--- src/rtl/i2cram_pkg.sv ---
package i2cram_pkg;
   localparam int BYTE_W = 8;
   localparam int STRAP_W = 3;

   typedef enum logic [2:0] {
      PH_IDLE,
      PH_RECV,
      PH_ACKOUT,
      PH_SEND,
      PH_ACKIN
   } phase_e;

   typedef enum logic [1:0] {
      BK_DEV,
      BK_PTR,
      BK_DATA
   } kind_e;
endpackage

--- src/rtl/i2cram_line_filter.sv ---
module i2cram_line_filter #(
   parameter int SYNC_STAGES = 2,
   parameter int FILT_LEN    = 3
) (
   input  logic clk_i,
   input  logic rst_ni,
   input  logic line_i,
   output logic line_o
);
   localparam int CNT_W = (FILT_LEN < 2) ? 1 : $clog2(FILT_LEN);

   logic [SYNC_STAGES-1:0] sync_q;
   logic                   s_in;

   if (SYNC_STAGES < 2) begin : g_bad_sync
      $error("SYNC_STAGES must be at least 2");
   end
   if (FILT_LEN < 0) begin : g_bad_filt
      $error("FILT_LEN must not be negative");
   end

   always_ff @(posedge clk_i or negedge rst_ni) begin
      if (!rst_ni) sync_q <= '1;
      else         sync_q <= {sync_q[SYNC_STAGES-2:0], line_i};
   end
   assign s_in = sync_q[SYNC_STAGES-1];

   if (FILT_LEN == 0) begin : g_bypass
      assign line_o = s_in;
   end else begin : g_stable
      logic             held_q;
      logic [CNT_W-1:0] cnt_q;

      always_ff @(posedge clk_i or negedge rst_ni) begin
         if (!rst_ni) begin
            held_q <= 1'b1;
            cnt_q  <= '0;
         end else if (s_in == held_q) begin
            cnt_q <= '0;
         end else if (cnt_q == CNT_W'(FILT_LEN - 1)) begin
            held_q <= s_in;
            cnt_q  <= '0;
         end else begin
            cnt_q <= cnt_q + 1'b1;
         end
      end
      assign line_o = held_q;

      if (FILT_LEN >= 2) begin : g_chk

         filt_settle_chk: assert property (@(posedge clk_i) disable iff (!rst_ni)
            (held_q != $past(held_q)) |-> ($past(s_in) == held_q && $past(s_in, 2) == held_q));
      end
   end
endmodule

--- src/rtl/i2cram_edge_detect.sv ---
module i2cram_edge_detect (
   input  logic clk_i,
   input  logic rst_ni,
   input  logic scl_i,
   input  logic sda_i,
   output logic start_o,
   output logic stop_o,
   output logic scl_rise_o,
   output logic scl_fall_o
);
   logic scl_q, sda_q;

   always_ff @(posedge clk_i or negedge rst_ni) begin
      if (!rst_ni) begin
         scl_q <= 1'b1;
         sda_q <= 1'b1;
      end else begin
         scl_q <= scl_i;
         sda_q <= sda_i;
      end
   end

   assign start_o    = scl_i & scl_q & sda_q & ~sda_i;
   assign stop_o     = scl_i & scl_q & ~sda_q & sda_i;
   assign scl_rise_o = scl_i & ~scl_q;
   assign scl_fall_o = ~scl_i & scl_q;
endmodule

--- src/rtl/i2cram_store.sv ---
module i2cram_store #(
   parameter int ADDR_W = 8,
   parameter int DATA_W = 8
) (
   input  logic              clk_i,
   input  logic              we_i,
   input  logic [ADDR_W-1:0] wa_i,
   input  logic [DATA_W-1:0] wd_i,
   input  logic [ADDR_W-1:0] ra_i,
   output logic [DATA_W-1:0] rd_o
);
   localparam int DEPTH = 1 << ADDR_W;

   logic [DATA_W-1:0] mem_q [DEPTH];

   always_ff @(posedge clk_i) begin
      if (we_i) mem_q[wa_i] <= wd_i;
   end

   assign rd_o = mem_q[ra_i];
endmodule

--- src/rtl/i2cram_engine.sv ---
module i2cram_engine
   import i2cram_pkg::*;
#(
   parameter int         ADDR_W     = 8,
   parameter logic [3:0] DEV_PREFIX = 4'b1010
) (
   input  logic               clk_i,
   input  logic               rst_ni,
   input  logic               sleep_i,
   input  logic [STRAP_W-1:0] strap_i,
   input  logic               scl_lvl_i,
   input  logic               sda_lvl_i,
   input  logic               scl_rise_i,
   input  logic               scl_fall_i,
   input  logic               start_i,
   input  logic               stop_i,
   output logic [ADDR_W-1:0]  rd_addr_o,
   input  logic [BYTE_W-1:0]  rd_data_i,
   output logic               we_o,
   output logic [ADDR_W-1:0]  wa_o,
   output logic [BYTE_W-1:0]  wd_o,
   output logic               sda_oe_o
);
   phase_e             phase_q;
   kind_e              kind_q;
   logic               rw_q;
   logic               nack_q;
   logic [3:0]         bits_q;
   logic [BYTE_W-1:0]  shreg_q;
   logic [ADDR_W-1:0]  ptr_q;
   logic               oe_q;
   logic               we_q;
   logic [ADDR_W-1:0]  wa_q;
   logic [BYTE_W-1:0]  wd_q;

   always_ff @(posedge clk_i or negedge rst_ni) begin
      if (!rst_ni) begin
         phase_q <= PH_IDLE;
         kind_q  <= BK_DEV;
         rw_q    <= 1'b0;
         nack_q  <= 1'b0;
         bits_q  <= '0;
         shreg_q <= '0;
         ptr_q   <= '0;
         oe_q    <= 1'b0;
         we_q    <= 1'b0;
         wa_q    <= '0;
         wd_q    <= '0;
      end else begin
         we_q <= 1'b0;
         if (sleep_i) begin
            phase_q <= PH_IDLE;
            kind_q  <= BK_DEV;
            rw_q    <= 1'b0;
            nack_q  <= 1'b0;
            bits_q  <= '0;
            ptr_q   <= '0;
            oe_q    <= 1'b0;
         end else if (stop_i) begin
            phase_q <= PH_IDLE;
            oe_q    <= 1'b0;
         end else if (start_i) begin
            phase_q <= PH_RECV;
            kind_q  <= BK_DEV;
            bits_q  <= '0;
            oe_q    <= 1'b0;
         end else begin
            unique case (phase_q)
               PH_RECV: begin
                  if (scl_rise_i && bits_q != 4'd8) begin
                     shreg_q <= {shreg_q[BYTE_W-2:0], sda_lvl_i};
                     bits_q  <= bits_q + 1'b1;
                  end else if (scl_fall_i && bits_q == 4'd8) begin
                     unique case (kind_q)
                        BK_DEV: begin
                           if (shreg_q[7:1] == {DEV_PREFIX, strap_i}) begin
                              rw_q    <= shreg_q[0];
                              oe_q    <= 1'b1;
                              phase_q <= PH_ACKOUT;
                           end else begin
                              phase_q <= PH_IDLE;
                           end
                        end
                        BK_PTR: begin
                           ptr_q   <= shreg_q[ADDR_W-1:0];
                           oe_q    <= 1'b1;
                           phase_q <= PH_ACKOUT;
                        end
                        default: begin
                           we_q    <= 1'b1;
                           wa_q    <= ptr_q;
                           wd_q    <= shreg_q;
                           ptr_q   <= ptr_q + 1'b1;
                           oe_q    <= 1'b1;
                           phase_q <= PH_ACKOUT;
                        end
                     endcase
                  end
               end
               PH_ACKOUT: begin
                  if (scl_fall_i) begin
                     bits_q <= '0;
                     if (rw_q) begin
                        shreg_q <= rd_data_i;
                        ptr_q   <= ptr_q + 1'b1;
                        oe_q    <= ~rd_data_i[BYTE_W-1];
                        phase_q <= PH_SEND;
                     end else begin
                        oe_q    <= 1'b0;
                        phase_q <= PH_RECV;
                        kind_q  <= (kind_q == BK_DEV) ? BK_PTR : BK_DATA;
                     end
                  end
               end
               PH_SEND: begin
                  if (scl_fall_i) begin
                     if (bits_q == 4'd7) begin
                        oe_q    <= 1'b0;
                        phase_q <= PH_ACKIN;
                     end else begin
                        shreg_q <= {shreg_q[BYTE_W-2:0], 1'b0};
                        oe_q    <= ~shreg_q[BYTE_W-2];
                        bits_q  <= bits_q + 1'b1;
                     end
                  end
               end
               PH_ACKIN: begin
                  if (scl_rise_i) begin
                     nack_q <= sda_lvl_i;
                  end else if (scl_fall_i) begin
                     if (nack_q) begin
                        phase_q <= PH_IDLE;
                     end else begin
                        shreg_q <= rd_data_i;
                        ptr_q   <= ptr_q + 1'b1;
                        oe_q    <= ~rd_data_i[BYTE_W-1];
                        bits_q  <= '0;
                        phase_q <= PH_SEND;
                     end
                  end
               end
               default: ;
            endcase
         end
      end
   end

   assign rd_addr_o = ptr_q;
   assign we_o      = we_q;
   assign wa_o      = wa_q;
   assign wd_o      = wd_q;
   assign sda_oe_o  = oe_q;


   oe_scl_low_chk: assert property (@(posedge clk_i) disable iff (!rst_ni)
      ((oe_q != $past(oe_q)) && !$past(sleep_i) && !$past(stop_i) && !$past(start_i)) |-> !scl_lvl_i);


   sleep_quiet_chk: assert property (@(posedge clk_i) disable iff (!rst_ni)
      sleep_i |=> (!oe_q && phase_q == PH_IDLE));


   oe_phase_chk: assert property (@(posedge clk_i) disable iff (!rst_ni)
      oe_q |-> (phase_q == PH_ACKOUT || phase_q == PH_SEND));


   stop_idle_chk: assert property (@(posedge clk_i) disable iff (!rst_ni)
      (stop_i && !sleep_i) |=> (phase_q == PH_IDLE && !oe_q));


   start_fresh_chk: assert property (@(posedge clk_i) disable iff (!rst_ni)
      (start_i && !sleep_i) |=> (phase_q == PH_RECV && kind_q == BK_DEV && bits_q == 4'd0));


   ptr_step_chk: assert property (@(posedge clk_i) disable iff (!rst_ni)
      we_q |-> (ptr_q == wa_q + 1'b1));
endmodule

--- src/rtl/i2c_ram_target.sv ---
module i2c_ram_target
   import i2cram_pkg::*;
#(
   parameter int         ADDR_W      = 8,
   parameter int         SYNC_STAGES = 2,
   parameter int         FILT_LEN    = 3,
   parameter logic [3:0] DEV_PREFIX  = 4'b1010
) (
   input  logic               clk_i,
   input  logic               rst_ni,
   input  logic               sleep_i,
   input  logic [STRAP_W-1:0] strap_i,
   input  logic               scl_i,
   input  logic               sda_i,
   output logic               sda_oe_o
);
   if (ADDR_W < 1 || ADDR_W > BYTE_W) begin : g_bad_addr
      $error("ADDR_W must lie between 1 and the byte width");
   end

   logic scl_f, sda_f;
   logic start_w, stop_w, rise_w, fall_w;
   logic [ADDR_W-1:0] ra_w, wa_w;
   logic [BYTE_W-1:0] rd_w, wd_w;
   logic              we_w;

   i2cram_line_filter #(.SYNC_STAGES(SYNC_STAGES), .FILT_LEN(FILT_LEN)) scl_filt_i (
      .clk_i(clk_i), .rst_ni(rst_ni), .line_i(scl_i), .line_o(scl_f));

   i2cram_line_filter #(.SYNC_STAGES(SYNC_STAGES), .FILT_LEN(FILT_LEN)) sda_filt_i (
      .clk_i(clk_i), .rst_ni(rst_ni), .line_i(sda_i), .line_o(sda_f));

   i2cram_edge_detect edge_i (
      .clk_i(clk_i), .rst_ni(rst_ni), .scl_i(scl_f), .sda_i(sda_f),
      .start_o(start_w), .stop_o(stop_w), .scl_rise_o(rise_w), .scl_fall_o(fall_w));

   i2cram_engine #(.ADDR_W(ADDR_W), .DEV_PREFIX(DEV_PREFIX)) engine_i (
      .clk_i(clk_i), .rst_ni(rst_ni), .sleep_i(sleep_i), .strap_i(strap_i),
      .scl_lvl_i(scl_f), .sda_lvl_i(sda_f), .scl_rise_i(rise_w), .scl_fall_i(fall_w),
      .start_i(start_w), .stop_i(stop_w), .rd_addr_o(ra_w), .rd_data_i(rd_w),
      .we_o(we_w), .wa_o(wa_w), .wd_o(wd_w), .sda_oe_o(sda_oe_o));

   i2cram_store #(.ADDR_W(ADDR_W), .DATA_W(BYTE_W)) store_i (
      .clk_i(clk_i), .we_i(we_w), .wa_i(wa_w), .wd_i(wd_w), .ra_i(ra_w), .rd_o(rd_w));
endmodule

--- config.mk ---
export PLATFORM = sky130hd
export DESIGN_NAME = i2c_ram_target
export DESIGN_NICKNAME = d
export VERILOG_FILES = /design/src/rtl/i2cram_pkg.sv /design/src/rtl/i2cram_line_filter.sv /design/src/rtl/i2cram_edge_detect.sv /design/src/rtl/i2cram_store.sv /design/src/rtl/i2cram_engine.sv /design/src/rtl/i2c_ram_target.sv
export SDC_FILE = /design/constraint.sdc
export NUM_CORES = 2
export LEC_CHECK = 0
export ABC_CLOCK_PERIOD_IN_PS = 4590
export BUFFER_PORTS_ARGS = -buffer_cell sky130_fd_sc_hd__buf_2
export CAP_MARGIN = 25
export CORE_ASPECT_RATIO = 0.75
export CORE_UTILIZATION = 40
export CTS_CLUSTER_DIAMETER = 40
export DETAILED_ROUTE_END_ITERATION = 7
export PLACE_DENSITY = 0.65
export SYNTH_ARGS = -nofsm -noshare
export SYNTH_HDL_FRONTEND = slang
export SYNTH_SLANG_ARGS = --single-unit
--- constraint.sdc ---
create_clock -name clk_i -period 4.59 [get_ports clk_i]
set_input_delay 0.2295 -clock clk_i [delete_from_list [all_inputs] [get_ports clk_i]]
set_output_delay 0.2295 -clock clk_i [all_outputs]
set_load 0.05 [all_outputs]
==> flow_summary.yaml <==
logic_synthesis:
  netlist_area_um2: 82200
  synth-seq-cells: 2105
  synth-warning-count: 0
  syn-num-nets: 3861
  synth_top_family_by_area: "multiplexers"
  yosys.area_share.simple: 0.0335
  synth-async-reset-ratio: 0.0271
  synth_cell_types: 76
  synthCells: 3850
  synth_ff_type: "edfxtp_1"
  synth_edf_count: 2048
  synth_area_leader_cell: "edfxtp_1"
  synthTopCellsByArea: "edfxtp_1 75%, mux4_2 15%, dfrtp_1 1.5%"
  syn_area_per_cell_um2: 21.4
  synth_top_area_share: 0.748
  synthAdderAreaFrac: 0.000457
  synth_seq_area_share: 0.766
  synth_compound_area_frac: 0.0219
  synth-xor-area-share: 0.000533
  synthMuxAreaShare: 0.162
timing:
  min_period_over_period: 0.928
  fin_crit_ns: 4.26
  setup_viol: 0
  fin_tns_setup_ns: 0
  worst_pin_slew_ns: 1.10
  hold_violations: 0
  holdWs_ns: 0.0939
  slew_violations: 0
  max_freq_ghz: 0.235
  fin_skew_ns: 0.0435
  rsz0062_at_grt: "false"
  slew_headroom: 0.262
pwr:
  p_per_area_nw_per_um2: 404
  p_leak_nw: 29.3
  total_power_mw: 37.5
  vdd_drop_max_mv: 0.339
global_routing:
  grt_use_total: 0.202
  grt_max_degree: 194
  antenna_found_initial: 8
  grt_pass1_wl_um: 302000
  globalRouteOverflowTotal: 0
  grt_pass1_vias: 39900
final_layout:
  fillers: 16600
  instances_no_fill: 6886
  layout_commonest_cell: "edfxtp_1"
  nets: 4057
  drive_gt1_frac: 0.259
  area_delta_synth_final_pct: 12.9
  final_cell_mix: "2048 x edfxtp_1, 542 x mux4_2, 305 x nor2_1"
  fin_util: 0.456
detailed_routing:
  antenna_left: 0
  dr_total_vias: 41700
  drt_iter0_drc: 6544
  wl_um: 212000
  routedWlPerCell_um: 30.8
  firstDrtPassIters: 6
  vias_per_cell: 6.06
  drc: 0
worst_hold_path:
  worstHoldStart: "strap_i[0]"
  hold_path_class: "input pin to flop"
  hold_path_end: "engine_i.rw_q"
  hold_depth: 6
die:
  dieHeight_um: 395
  ios: 9
  std_cell_rows: 143
  die_width_um: 525
  start_util: 0.404
  die_area_um2: 207000
  core-area_um2: 203000
clocking:
  clk_path_buf_depth: 4
  cts-resized-gates: 0
  post-cts-setup-buffer-count: 0
  clk_latency_ns: 0.84
  htreeDepth: 4
  cts.clk_slew.worst_paths_ns: 0.06
  cts_tree: "yes"
  cts_made_buffers: 202
  cts_sinks: 2105
  cts_hold_buf: 8
  root_buffer: "clkbuf_16"
setup_path:
  start_kind: "flop"
  r2r_end: "engine_i.shreg_q[7]"
  crit_required_ns: 5.31
  cp-end-kind: "flop"
  reg2reg_from: "engine_i.rd_addr_o[0]"
  rrSetupSlack_ns: 0.33
  path_max_fanout: 43
  worstPathArrival_ns: 4.98
  r2r.worst_path.cells: 9
  critPathKind: "flop to flop"
placement:
  gp_congestion: 0.891
  numPortBuffers: 8
  dp.cells: 6511
  dp_hpwl_um: 131000
status:
  status: "completed"
run:
  max_cap_viol_count: 0
## cell usage after synthesis, types with 7 or more instances
library cell	instances
edfxtp_1	2048
mux4_2	542
nor2_1	306
nand2_1	113
clkbuf_1	89
mux2i_1	62
buf_2	58
a21oi_1	54
a22oi_1	54
dfrtp_1	49
nand3_1	41
buf_4	35
o21ai_0	34
buf_6	26
nor2b_1	24
nor3_1	24
mux2_2	23
o22ai_1	23
nand4_1	15
a211oi_1	14
a221oi_1	14
nand2b_1	14
nor4_1	13
a22o_1	12
and3_1	10
mux4_1	10
buf_1	9
inv_1	9
dfstp_2	8
a31oi_1	7
nand3b_1	7
or2_2	7
## state kept, by name, summed over array words and instances (netlist names)
signal                     cells
edge_i.scl_q                   1
edge_i.sda_q                   1
engine_i.bits_q                4
engine_i.kind_q                2
engine_i.nack_q                1
engine_i.phase_q               3
engine_i.rd_addr_o             8
engine_i.rw_q                  1
engine_i.sda_oe_o              1
engine_i.shreg_q               8
engine_i.wa_o                  8
engine_i.wd_o                  8
engine_i.we_o                  1
scl_filt_i.g_stable.cnt_q      2
scl_filt_i.line_o              1
scl_filt_i.sync_q              2
sda_filt_i.g_stable.cnt_q      2
sda_filt_i.line_o              1
sda_filt_i.sync_q              2
store_i.mem_q               2048
## routing by layer
layer / wire [µm] / global-route usage / vias to the layer above
met5: 13 / 0 / -
met4: 4470 / 0.0462 / 2
met3: 26800 / 0.0545 / 308
met2: 90800 / 0.280 / 2573
met1: 89900 / 0.317 / 22300
li1: - / - / 16500
## power by group
group / total, mW / internal (mW) / switching (mW)
sequential: 21.0 / 20.8 / 0.127
clock: 16.3 / 9.12 / 7.15
combinational: 0.274 / 0.124 / 0.150
total: 37.5 / 30.1 / 7.43
## worst max-delay path: stages (launching register included)
cell and delay (ns):
dfrtp_4 0.86, buf_12 0.41, mux4_2 0.56, a22o_1 0.28, a221oi_1 0.33, o22ai_1 0.16
a211oi_1 0.78, buf_4 0.25, nor4_1 0.07, a221o_1 0.35
## final cells by class
cell class              count  area [µm²]  share of cell area
well taps                2682        3360              0.0362
clock buffers             252        5310              0.0572
repair buffers            211        2050              0.0220
clock inverters           108        1030              0.0111
flip-flops and latches   2105       63000               0.679
multi-input cells        1516       18000               0.194
diodes                      2        5.00           0.0000539
inverters                  10        42.5            0.000458
## per-stage QoR
step	area (µm²)	setup slack, ns
after global routing	92800	0.276
after CTS	92700	0.453
after global placement	86300	0.246
final	92800	0.333
after floorplan	82200	0.606
after detailed placement	86300	0.507
## kinds of logic (layout without fill, tap and decap cells)
kind of cell	Yosys count	in the layout
muxes	637	637
adders and majority gates	3	3
AOI/OAI and AO/OA	262	262
and+or+nand+nor	609	609
buffers and inverters	229	581
xor gates and xnor gates	5	5
other	0	2
DFF	2105	2105
## how the worst max path moves through the flow
stage | end | cells past startpoint | start
final | engine_i.shreg_q[7] | 9 | engine_i.rd_addr_o[0]
after global placement | engine_i.shreg_q[6] | 8 | engine_i.rd_addr_o[0]
after floorplan | store_i.mem_q[0][0] | 0 | engine_i.wd_o[0]
after global routing | engine_i.shreg_q[7] | 9 | engine_i.rd_addr_o[0]
after CTS | engine_i.shreg_q[7] | 9 | engine_i.rd_addr_o[0]
after detailed placement | engine_i.shreg_q[7] | 9 | engine_i.rd_addr_o[0]
Note: power is estimated with default switching activity, not from simulation.
